## src/rtl/seg_adder_pkg.sv

```systemverilog
package seg_adder_pkg;
  typedef struct packed {
    logic capture;
    logic clear;
  } stage_ctrl_t;

  function automatic int unsigned maxShortfall(input int unsigned approxBits);
    int unsigned acc;
    acc = 0;
    for (int i = 0; i < int'(approxBits / 2); i++) begin
      acc += (32'd1 << (2 * i + 2));
    end
    return acc;
  endfunction
endpackage

```

## src/rtl/seg_adder_low.sv

```systemverilog
module seg_adder_low #(
  parameter int LOW_BITS = 8
) (
  input  logic [LOW_BITS-1:0] lowA,
  input  logic [LOW_BITS-1:0] lowB,
  output logic [LOW_BITS-1:0] lowSum
);
  localparam int SLICES = LOW_BITS / 2;

  for (genvar s = 0; s < SLICES; s++) begin : g_slice
    logic [1:0] pairA;
    logic [1:0] pairB;
    assign pairA = lowA[2*s +: 2];
    assign pairB = lowB[2*s +: 2];
    // 2-bit result: the slice carry falls off the top
    assign lowSum[2*s +: 2] = pairA + pairB;
  end
endmodule

```

## src/rtl/seg_adder_high.sv

```systemverilog
module seg_adder_high #(
  parameter int HI_BITS = 24
) (
  input  logic [HI_BITS-1:0] hiA,
  input  logic [HI_BITS-1:0] hiB,
  output logic [HI_BITS:0]   hiSum
);
  assign hiSum = {1'b0, hiA} + {1'b0, hiB};
endmodule

```

## src/rtl/seg_adder_ctrl.sv

```systemverilog
module seg_adder_ctrl
  import seg_adder_pkg::*;
(
  input  logic        rst,
  output stage_ctrl_t stageCtrl
);
  always_comb begin
    stageCtrl.clear   = rst;
    stageCtrl.capture = !rst;
  end
endmodule

```

## src/rtl/seg_adder_dp.sv

```systemverilog
module seg_adder_dp
  import seg_adder_pkg::*;
#(
  parameter int WIDTH       = 32,
  parameter int APPROX_BITS = 8,
  parameter bit REGISTERED  = 1'b1
) (
  input  logic              clk,
  input  stage_ctrl_t       stageCtrl,
  input  logic [WIDTH-1:0]  opA,
  input  logic [WIDTH-1:0]  opB,
  output logic [WIDTH:0]    sum
);
  localparam int HI_BITS = WIDTH - APPROX_BITS;

  logic [WIDTH:0] rawSum;

  if (APPROX_BITS > 0) begin : g_low
    logic [APPROX_BITS-1:0] lowSum;
    seg_adder_low #(.LOW_BITS(APPROX_BITS)) u_low (
      .lowA  (opA[APPROX_BITS-1:0]),
      .lowB  (opB[APPROX_BITS-1:0]),
      .lowSum(lowSum)
    );
    assign rawSum[APPROX_BITS-1:0] = lowSum;
  end

  if (HI_BITS > 0) begin : g_high
    logic [HI_BITS:0] hiSum;
    seg_adder_high #(.HI_BITS(HI_BITS)) u_high (
      .hiA  (opA[WIDTH-1:APPROX_BITS]),
      .hiB  (opB[WIDTH-1:APPROX_BITS]),
      .hiSum(hiSum)
    );
    assign rawSum[WIDTH:APPROX_BITS] = hiSum;
  end else begin : g_no_high
    assign rawSum[WIDTH] = 1'b0;
  end

  if (REGISTERED) begin : g_reg
    logic [WIDTH:0] sumQ;
    always_ff @(posedge clk) begin
      if (stageCtrl.clear)        sumQ <= '0;
      else if (stageCtrl.capture) sumQ <= rawSum;
    end
    assign sum = sumQ;
  end else begin : g_comb
    assign sum = rawSum;
  end
endmodule

```

## src/rtl/seg_approx_adder.sv

```systemverilog
module seg_approx_adder
  import seg_adder_pkg::*;
#(
  parameter int WIDTH       = 32,
  parameter int APPROX_BITS = 8,
  parameter bit REGISTERED  = 1'b1
) (
  input  logic             clk,
  input  logic             rst,
  input  logic [WIDTH-1:0] opA,
  input  logic [WIDTH-1:0] opB,
  output logic [WIDTH:0]   sum
);
  if ((APPROX_BITS % 2) != 0 || APPROX_BITS < 0 || APPROX_BITS > WIDTH || WIDTH < 1) begin : g_bad_params
    $error("seg_approx_adder: APPROX_BITS must be even and within 0..WIDTH");
  end

  stage_ctrl_t stageCtrl;

  seg_adder_ctrl u_ctrl (
    .rst      (rst),
    .stageCtrl(stageCtrl)
  );

  seg_adder_dp #(
    .WIDTH      (WIDTH),
    .APPROX_BITS(APPROX_BITS),
    .REGISTERED (REGISTERED)
  ) u_dp (
    .clk      (clk),
    .stageCtrl(stageCtrl),
    .opA      (opA),
    .opB      (opB),
    .sum      (sum)
  );
endmodule

```

## config.mk

```make
export PLATFORM = sky130hd
export DESIGN_NAME = seg_approx_adder
export DESIGN_NICKNAME = d
export VERILOG_FILES = /design/src/rtl/seg_adder_pkg.sv /design/src/rtl/seg_adder_low.sv /design/src/rtl/seg_adder_high.sv /design/src/rtl/seg_adder_ctrl.sv /design/src/rtl/seg_adder_dp.sv /design/src/rtl/seg_approx_adder.sv
export SDC_FILE = /design/constraint.sdc
export NUM_CORES = 1
export LEC_CHECK = 0
export ABC_CLOCK_PERIOD_IN_PS = 2300
export BUFFER_PORTS_ARGS = -buffer_cell sky130_fd_sc_hd__buf_2
export CAP_MARGIN = 40
export CORE_ASPECT_RATIO = 1.1
export CORE_MARGIN = 2
export CORE_UTILIZATION = 40
export CTS_BUF_LIST = sky130_fd_sc_hd__clkbuf_8
export DETAILED_ROUTE_END_ITERATION = 16
export PLACE_DENSITY = 0.7
export SYNTH_ARGS = -nofsm -noshare
export SYNTH_HDL_FRONTEND = slang
export SYNTH_HIERARCHICAL = 1
export SYNTH_SLANG_ARGS = --single-unit
```

## constraint.sdc

```tcl
create_clock -name clk -period 2.3 [get_ports clk]
set_input_delay 0.46 -clock clk [delete_from_list [all_inputs] [get_ports clk]]
set_output_delay 0.46 -clock clk [all_outputs]
set_load 0.01 [all_outputs]
```

# --- Yosys cells after proc, flatten, opt, wreduce, memory -nomap -nowiden ---
# Cells that the tools add are included.
totals:
  wordCells: 6
  regBits: 33
  input_bits: 66
classes:
  add_sub_neg: 5
op_table:
  columns: ["op", "n"]
  rows:
  - ["$add 24x24->25", 1]
  - ["$add 2x2->2", 4]

# --- Depth between registers and ports, before layout ---
# Gate-level depths: netlist of run 1.
depth:
  depth_word: 1
  depth_mapped: 10

# --- Cells and area by module ---
# Netlist of run 1, hierarchy kept.
by_module_without_submodules:
  columns: ["module", "seq_area_each_um2", "instances", "area_per_inst_um2", "cells_per_inst"]
  rows:
  - ["seg_adder_high", 0.0, 1, 1252.5, 172]
  - ["seg_adder_dp", 660.6, 1, 1202.4, 107]
  - ["seg_adder_low", 0.0, 1, 145.1, 8]
  - ["seg_adder_ctrl", 0.0, 1, 11.3, 2]

# --- Worst setup path after synthesis of run 1 ---
# Ideal clock, no wire load.
synth_timing:
  path_kind: "input to register"
  startpoint: "input opA[8]"
  endpoint: "register u_dp.g_reg.sumQ[30], in the netlist u_dp/sum[30]"
  stages: 10
  t_required_ns: 2.236
  setup_ns: 0.064
  setup_slack_ns: -0.178
  n_path_buf: 0
  arrival_ns: 2.414
  cell_sequence: "ha_1 > fa_1 > a21o_1 > a221oi_2 > o21ai_0 > nor3b_2 > o21a_1 > a311oi_2 > mux2i_1 > nor2_1"
synth_between:
  elab_chain_cells: 1
synth_rtl:
  columns: ["item", "line_no", "text"]
  rows:
  - ["start: declaration", "seg_approx_adder.sv:10", "input logic [WIDTH-1:0] opA,"]
  - ["$add 24x24->25", "seg_adder_high.sv:8", "assign hiSum = {1'b0, hiA} + {1'b0, hiB};"]
  - ["named net u_dp.g_high.hiSum[22]", "seg_adder_dp.sv:29", "logic [HI_BITS:0] hiSum;"]
  - ["end signal: assignment", "seg_adder_dp.sv:44", "else if (stageCtrl.capture) sumQ <= rawSum;"]
  - ["end: declaration", "seg_adder_dp.sv:41", "logic [WIDTH:0] sumQ;"]
# The timed path passes the listed nets, and every way through them passes these cells.
# A chain may end at the register's enable or synchronous reset.

# --- Final worst setup path of run 1 ---
layout_timing:
  startpoint: "input opA[8]"
  endpoint: "register u_dp.g_reg.sumQ[28], in the netlist u_dp/sum[28]"
# The elaborated chain is that of the path after synthesis.

==> results.sh, run 1 <==
export IMPL_synth_top_family_by_area="compound AO/OA/AOI/OAI gates"
export IMPL_clockBufferDepth=2
export IMPL_grt_overflow=0
export IMPL_maxCapViolCount=0
export IMPL_fp_dieW_microns=81.0
export IMPL_grt_setup_unrepaired="yes"
export IMPL_vias=2590
export IMPL_cellLeakagePower_nw=1.93
export IMPL_post_place_cells=504
export IMPL_synthXorXnorAreaFrac=0.0968
export IMPL_grt_max_degree=34
export IMPL_synth_top_area_cell="dfxtp_1"
export IMPL_path_cells="buf_2, ha_4, fa_2, a21o_1, a221oi_4, o21a_1, nand2b_4, o21ai_2, xor2_1, mux2i_1, nor2_1"
export IMPL_fillers=593
export IMPL_num_antenna_cells=0
export IMPL_synth_flop_cell="dfxtp_1"
export IMPL_crit_path_max_fanout=3
export IMPL_grt_pass1_vias=2569
export IMPL_dieArea_sq_um=7190
export IMPL_cp_start_kind="input pin"
export IMPL_post_route_period_util=0.963
export IMPL_via_per_inst=5.06
export IMPL_synth_top_area_frac=0.253
export IMPL_path_clk_slew_ps=70
export IMPL_slew_headroom=0.759
export IMPL_worst_setup_path_end_kind="flop"
export IMPL_initial_core_util=0.419
export IMPL_syn_nets=384
export IMPL_hold_worst_slack_ps=490
export IMPL_slowest_stage="fa_2"
export IMPL_path_class="in -> reg"
export IMPL_track_usage=0.191
export IMPL_power_mw=2.12
export IMPL_globalplace_congestion=0.875
export IMPL_fin_tns_setup_ps=0
export IMPL_drcViolationCount=0
export IMPL_yosysMostFrequentCell="nor2_1"
export IMPL_grt_pass1_wl_microns=10900
export IMPL_num_io_pins=99
export IMPL_num_rows=30
export IMPL_ys_top_cells_by_area="dfxtp_1 25%, ha_1 13%, mux2i_1 13%"
export IMPL_coreArea_sq_um=6230
export IMPL_cts_tree="yes"
export IMPL_cpPeakStageDelay_ps=350
export IMPL_synth_compound_area_frac=0.184
export IMPL_cts_hold_buffers_added=0
export IMPL_dp_hpwl_microns=5440
export IMPL_cp_data_arrival_time_ps=2380
export IMPL_drt_iter0_drc=95
export IMPL_instances_no_fill=512
export IMPL_antenna_found_initial=0
export IMPL_synthSimpleGateAreaFrac=0.140
export IMPL_power_density_nw_per_um2=579
export IMPL_dr_pass1_iters=4
export IMPL_yosysWarnings=6
export IMPL_wirelength_microns=6600
export IMPL_maxSlewViolCount=0
export IMPL_cts_made_buffers=5
export IMPL_area_growth_pct=40.1
export IMPL_post_route_min_period_ps=2210
export IMPL_syn_cell_area_sq_um=2610
export IMPL_largest_reg_flops=33
export IMPL_synthMuxAreaShare=0.130
export IMPL_status="complete, no violations"
export IMPL_synth_edff_count=0
export IMPL_synth_cell_type_count=48
export IMPL_port_buffers=98
export IMPL_fin_skew_ps=0
export IMPL_ctsHtreeMaxLevel=2
export IMPL_ir_worst_vdd_mv=0.306
export IMPL_max_slew_worst_pin_slew_ps=361
export IMPL_fmaxAchievable_mhz=452
export IMPL_ant_nets=0
export IMPL_synth_fa_ha_area_frac=0.142
export IMPL_synthArstFlopShare=0
export IMPL_die_h_microns=88.7
export IMPL_syn_inst=289
export IMPL_cp_required_ps=2460
export IMPL_synthTopCellsByCount="45 x nor2_1, 34 x mux2i_1, 33 x dfxtp_1"
export IMPL_clock_latency_ps=280
export IMPL_layout_nets=526
export IMPL_cts_root_buf="clkbuf_8"
export IMPL_drive_gt1_frac=0.400
export IMPL_post_cts_buffers=0
export IMPL_syn_area_per_cell_sq_um=9.04
export IMPL_wl_per_cell_microns=12.9
export IMPL_ys_ff_latch=33
export IMPL_setup_viol=0
export IMPL_clock_sinks=33
export IMPL_cts_resized=0
export IMPL_ys_seq_area_frac=0.253
export IMPL_hp_class="reg -> reg"
export IMPL_final_hold_viol_count=0
where the power goes:
group	leakage, nW	internal [mW]	switching [mW]
registers	0.273	0.633	0.0300
logic	1.59	0.415	0.389
clock network	0.0681	0.430	0.222
total	1.93	1.48	0.641
worst max-delay path: cells and delay by family:
kind            cells  cell delay [ps]
simple gates        2              210
mux                 1              150
fa+ha+maj           2              520
compound gates      4              770
buf+inv             1              120
xor+xnor            1              150
stage by stage:
stage | worst slack [ps] | utilization | cell area (sq um)
final | 85.7 | 0.587 | 3660
after global routing | -18.3 | 0.587 | 3660
after detailed placement | -283 | 0.562 | 3500
after CTS | 35.2 | 0.583 | 3630
after global placement | -194 | 0.562 | 3500
after floorplan | -16.4 | - | 2640
area by class of cell:
cell class	count	area, sq um	area share
clock buffers	5	68.8	0.0188
inverters	7	26.3	0.00718
flip-flops and latches	33	661	0.181
multi-input cells	236	1860	0.508
clock inverters	3	65.1	0.0178
well taps	80	100	0.0274
repair buffers	148	878	0.240
layer usage:
metal,vias up,track usage,part of all wire
met1,1182,0.219,0.43
met3,4,0.0367,0.069
li1,1322,-,-
met2,82,0.354,0.50
met5,-,0,0
met4,0,0.0632,0.0030
cells by family (layout without fill, tap and decap cells):
| kind of cell | Yosys count | in the layout |
|---|---|---|
| AOI/OAI and AO/OA | 71 | 71 |
| xor gates and xnor gates | 22 | 22 |
| adders and majority gates | 29 | 29 |
| buffers and inverters | 20 | 163 |
| DFF | 33 | 33 |
| muxes | 34 | 34 |
| and+or+nand+nor | 80 | 80 |
cells in the final DEF (no fill, tap or decap), drive strengths merged, types with 5 or more instances in the layout:
cell	instances
buf	148
nand2	12
a21o	7
nor2	45
xor2	8
nand3	6
dfxtp	33
o21ai	15
a21oi	22
inv	6
clkbuf	5
ha	28
mux2i	34
xnor2	10
worst paths after layout:
kind	from	end	slack (ps)	cells after the start
max	opA[8]	u_dp/sum[28]$_SDFFE_PP0P_	90	11
min	u_dp/sum[0]$_SDFFE_PP0P_	u_dp/sum[0]$_SDFFE_PP0P_	490	2
max reg2reg	u_dp/sum[28]$_SDFFE_PP0P_	u_dp/sum[28]$_SDFFE_PP0P_	1670	2
min reg2reg	u_dp/sum[0]$_SDFFE_PP0P_	u_dp/sum[0]$_SDFFE_PP0P_	490	2
Note: power is estimated with default switching activity, not from simulation.
==> run 2: changes to the inputs <==
Settings changed: PLACE_DENSITY 0.7 to default, PLACE_DENSITY_LB_ADDON from default to 0.15, SKIP_LAST_GASP from default to 1.
==> run 2 against run 1 <==
The run now ends with negative setup slack left. Non-clock buffer count up 1. Flip-flop and latch count unchanged. Final cell count up 0.20%. Combinational power up 2%. First-iteration DRC count down 11%. Cell area down 0.17%. Sequential share of layout area about the same. Register-to-register slack about the same. Setup slack worse by 90 ps. Global-route usage up 0.75 points. Fmax down 3.9%. Via count unchanged. Largest power group unchanged. Highest routed layer unchanged.
==> results.sh, run 2 (synthesized netlist as in run 1, its figures left out) <==
export IMPL_grt_overflow=0
export IMPL_worstHoldStart="u_dp/sum[9]$_SDFFE_PP0P_"
export IMPL_power_density_nw_per_um2=525
export IMPL_p_switching_uw=654
export IMPL_cts_hold_buffers_added=0
export IMPL_post_place_cells=502
export IMPL_grt_pass1_vias=2557
export IMPL_path_cells="buf_6, ha_4, fa_2, a21o_1, a221oi_4, o21a_1, nand2b_4, o21ai_4, a41o_1, mux2i_1, nor2_1"
export IMPL_hold_end="u_dp/sum[9]$_SDFFE_PP0P_"
export IMPL_path_clk_slew_ps=70
export IMPL_cp_start_kind="input pin"
export IMPL_cts_tree="yes"
export IMPL_cp_required_ps=2460
export IMPL_status="finished with violations"
export IMPL_area_growth_pct=39.9
export IMPL_worst_setup_path_end_kind="flop"
export IMPL_final_cell_mix="96 x buf_2, 50 x buf_4, 44 x nor2_1"
export IMPL_wl_per_cell_microns=13.3
export IMPL_swShare=0.341
export IMPL_grt_max_degree=34
export IMPL_layout_nets=527
export IMPL_cpPeakStageDelay_ps=390
export IMPL_cts_root_buf="clkbuf_8"
export IMPL_post_route_min_period_ps=2300
export IMPL_num_antenna_cells=0
export IMPL_clock_latency_ps=280
export IMPL_dp_hpwl_microns=5480
export IMPL_max_slew_worst_pin_slew_ps=446
export IMPL_regArea_sq_um=661
export IMPL_p_seq_frac=0.346
export IMPL_crit_path_max_fanout=3
export IMPL_multi_input_area_sq_um=1880
export IMPL_ant_nets=0
export IMPL_num_rows=30
export IMPL_ctsHtreeMaxLevel=2
export IMPL_r2r_slack_ps=1670
export IMPL_r2r_start="u_dp/sum[22]$_SDFFE_PP0P_"
export IMPL_final_hold_viol_count=0
export IMPL_grt_setup_unrepaired="yes"
export IMPL_drt_iter0_drc=85
export IMPL_maxCapViolCount=0
export IMPL_coreArea_sq_um=6230
export IMPL_fp_dieW_microns=81.0
export IMPL_initial_core_util=0.419
export IMPL_grt_pass1_wl_microns=11300
export IMPL_fillers=595
export IMPL_cts_made_buffers=5
export IMPL_fmaxAchievable_mhz=434
export IMPL_drcViolationCount=0
export IMPL_dieArea_sq_um=7190
export IMPL_slowest_stage="fa_2"
export IMPL_path_class="in -> reg"
export IMPL_wirelength_microns=6840
export IMPL_cp_data_arrival_time_ps=2460
export IMPL_track_usage=0.199
export IMPL_setup_ws_ps=-4.74
export IMPL_num_io_pins=99
export IMPL_slew_headroom=0.701
export IMPL_via_per_inst=5.05
export IMPL_place_area_sq_um=3490
export IMPL_die_h_microns=88.7
export IMPL_clockBufferDepth=2
export IMPL_r2r_cells=2
export IMPL_timing_rr_end="u_dp/sum[22]$_SDFFE_PP0P_"
export IMPL_cellLeakagePower_nw=1.93
export IMPL_holdPathStages=2
export IMPL_ir_worst_vdd_mv=0.263
export IMPL_violations="negative setup slack"
export IMPL_worstPathBufferInverterCount=1
export IMPL_dr_pass1_iters=4
export IMPL_largest_reg_flops=33
export IMPL_clock_sinks=33
export IMPL_antenna_found_initial=0
export IMPL_maxSlewViolCount=0
export IMPL_finalInstanceArea_sq_um=3650
export IMPL_drive_gt1_frac=0.406
export IMPL_post_place_ws_ps=-301
export IMPL_cp_top_family="compound AO/OA/AOI/OAI gates"
export IMPL_vias=2590
export IMPL_post_route_period_util=1.00
export IMPL_pwr_share_clk=0.227
export IMPL_fin_skew_ps=0
export IMPL_final_common_cell="buf_2"
export IMPL_instances_no_fill=513
export IMPL_port_buffers=98
export IMPL_cp_num_cells=11
export IMPL_setup_viol=1
export IMPL_globalplace_congestion=0.920
export IMPL_p_int_mw=1.26
export IMPL_hp_class="reg -> reg"
export IMPL_combPwrFrac=0.427
run 2: cell count changes in the layout (fill, tap and decap cells not counted):
cell and delta:
o21ai_1 -1, nor3b_4 +1, o21ai_4 +1, o21ai_0 -1
nor3b_2 -1, buf_4 +1, clkinv_2 +1, clkinvlp_4 +1
buf_6 +2, bufinv_16 -2, o21ai_2 +1, buf_2 -2
run 2: power by group through the flow:
stage	Sequential (mW)	Combinational, mW	Clock (mW)
2_1_floorplan	0.704	0.456	0
3_3_place_gp	0.676	0.779	0
4_1_cts	0.665	0.796	0.444
3_5_place_dp	0.677	0.791	0
5_1_grt	0.672	0.910	0.472
6_report	0.664	0.818	0.436
run 2: per-stage QoR:
step | utilization | setup TNS (ps) | total power [mW] | hold WS (ps)
CTS | 0.573 | 0 | 1.90 | 495
global route | 0.586 | -289 | 2.05 | 517
detailed placement | 0.559 | -2740 | 1.47 | 478
floorplan | - | -16.4 | 1.16 | 531
global placement | 0.559 | -2100 | 1.45 | 468
finish | 0.586 | -4.74 | 1.92 | 490
run 2: worst max-delay path by stage:
stage                 from                         to  slack, ps
finish              opB[8]  u_dp/sum[32]$_SDFFE_PP0P_         -5
global route        opB[8]  u_dp/sum[24]$_SDFFE_PP0P_        -80
CTS                 opA[8]  u_dp/sum[32]$_SDFFE_PP0P_          5
detailed placement  opA[8]  u_dp/sum[22]$_SDFFE_PP0P_       -300
global placement    opA[8]  u_dp/sum[32]$_SDFFE_PP0P_       -220
floorplan           opA[8]  u_dp/sum[30]$_SDFFE_PP0P_        -20
run 2: cell type report:
class                      count  share of cell area
tap                           80              0.0274
clock inverter                 3             0.00480
inverter                       7             0.00719
timing repair buffer         149               0.246
clock buffer                   5              0.0188
multi-input combinational    236               0.515
sequential                    33               0.181
run 2: repair_timing:
action,in CTS,in global routing
gates resized for setup,0,12
setup endpoints to repair,0,10
setup buffers,0,3
run 2: worst register-to-register path, cell delays in order (launching register included):
cell and delay [ps]:
dfxtp_1 320, mux2i_1 130, nor2_1 60
run 2: routing by layer:
metal	share of wire	global-route usage	vias up
met5	0	0	-
met4	0.012	0.0601	0
met3	0.054	0.0388	7
met2	0.51	0.368	72
met1	0.42	0.229	1182
li1	-	-	1329
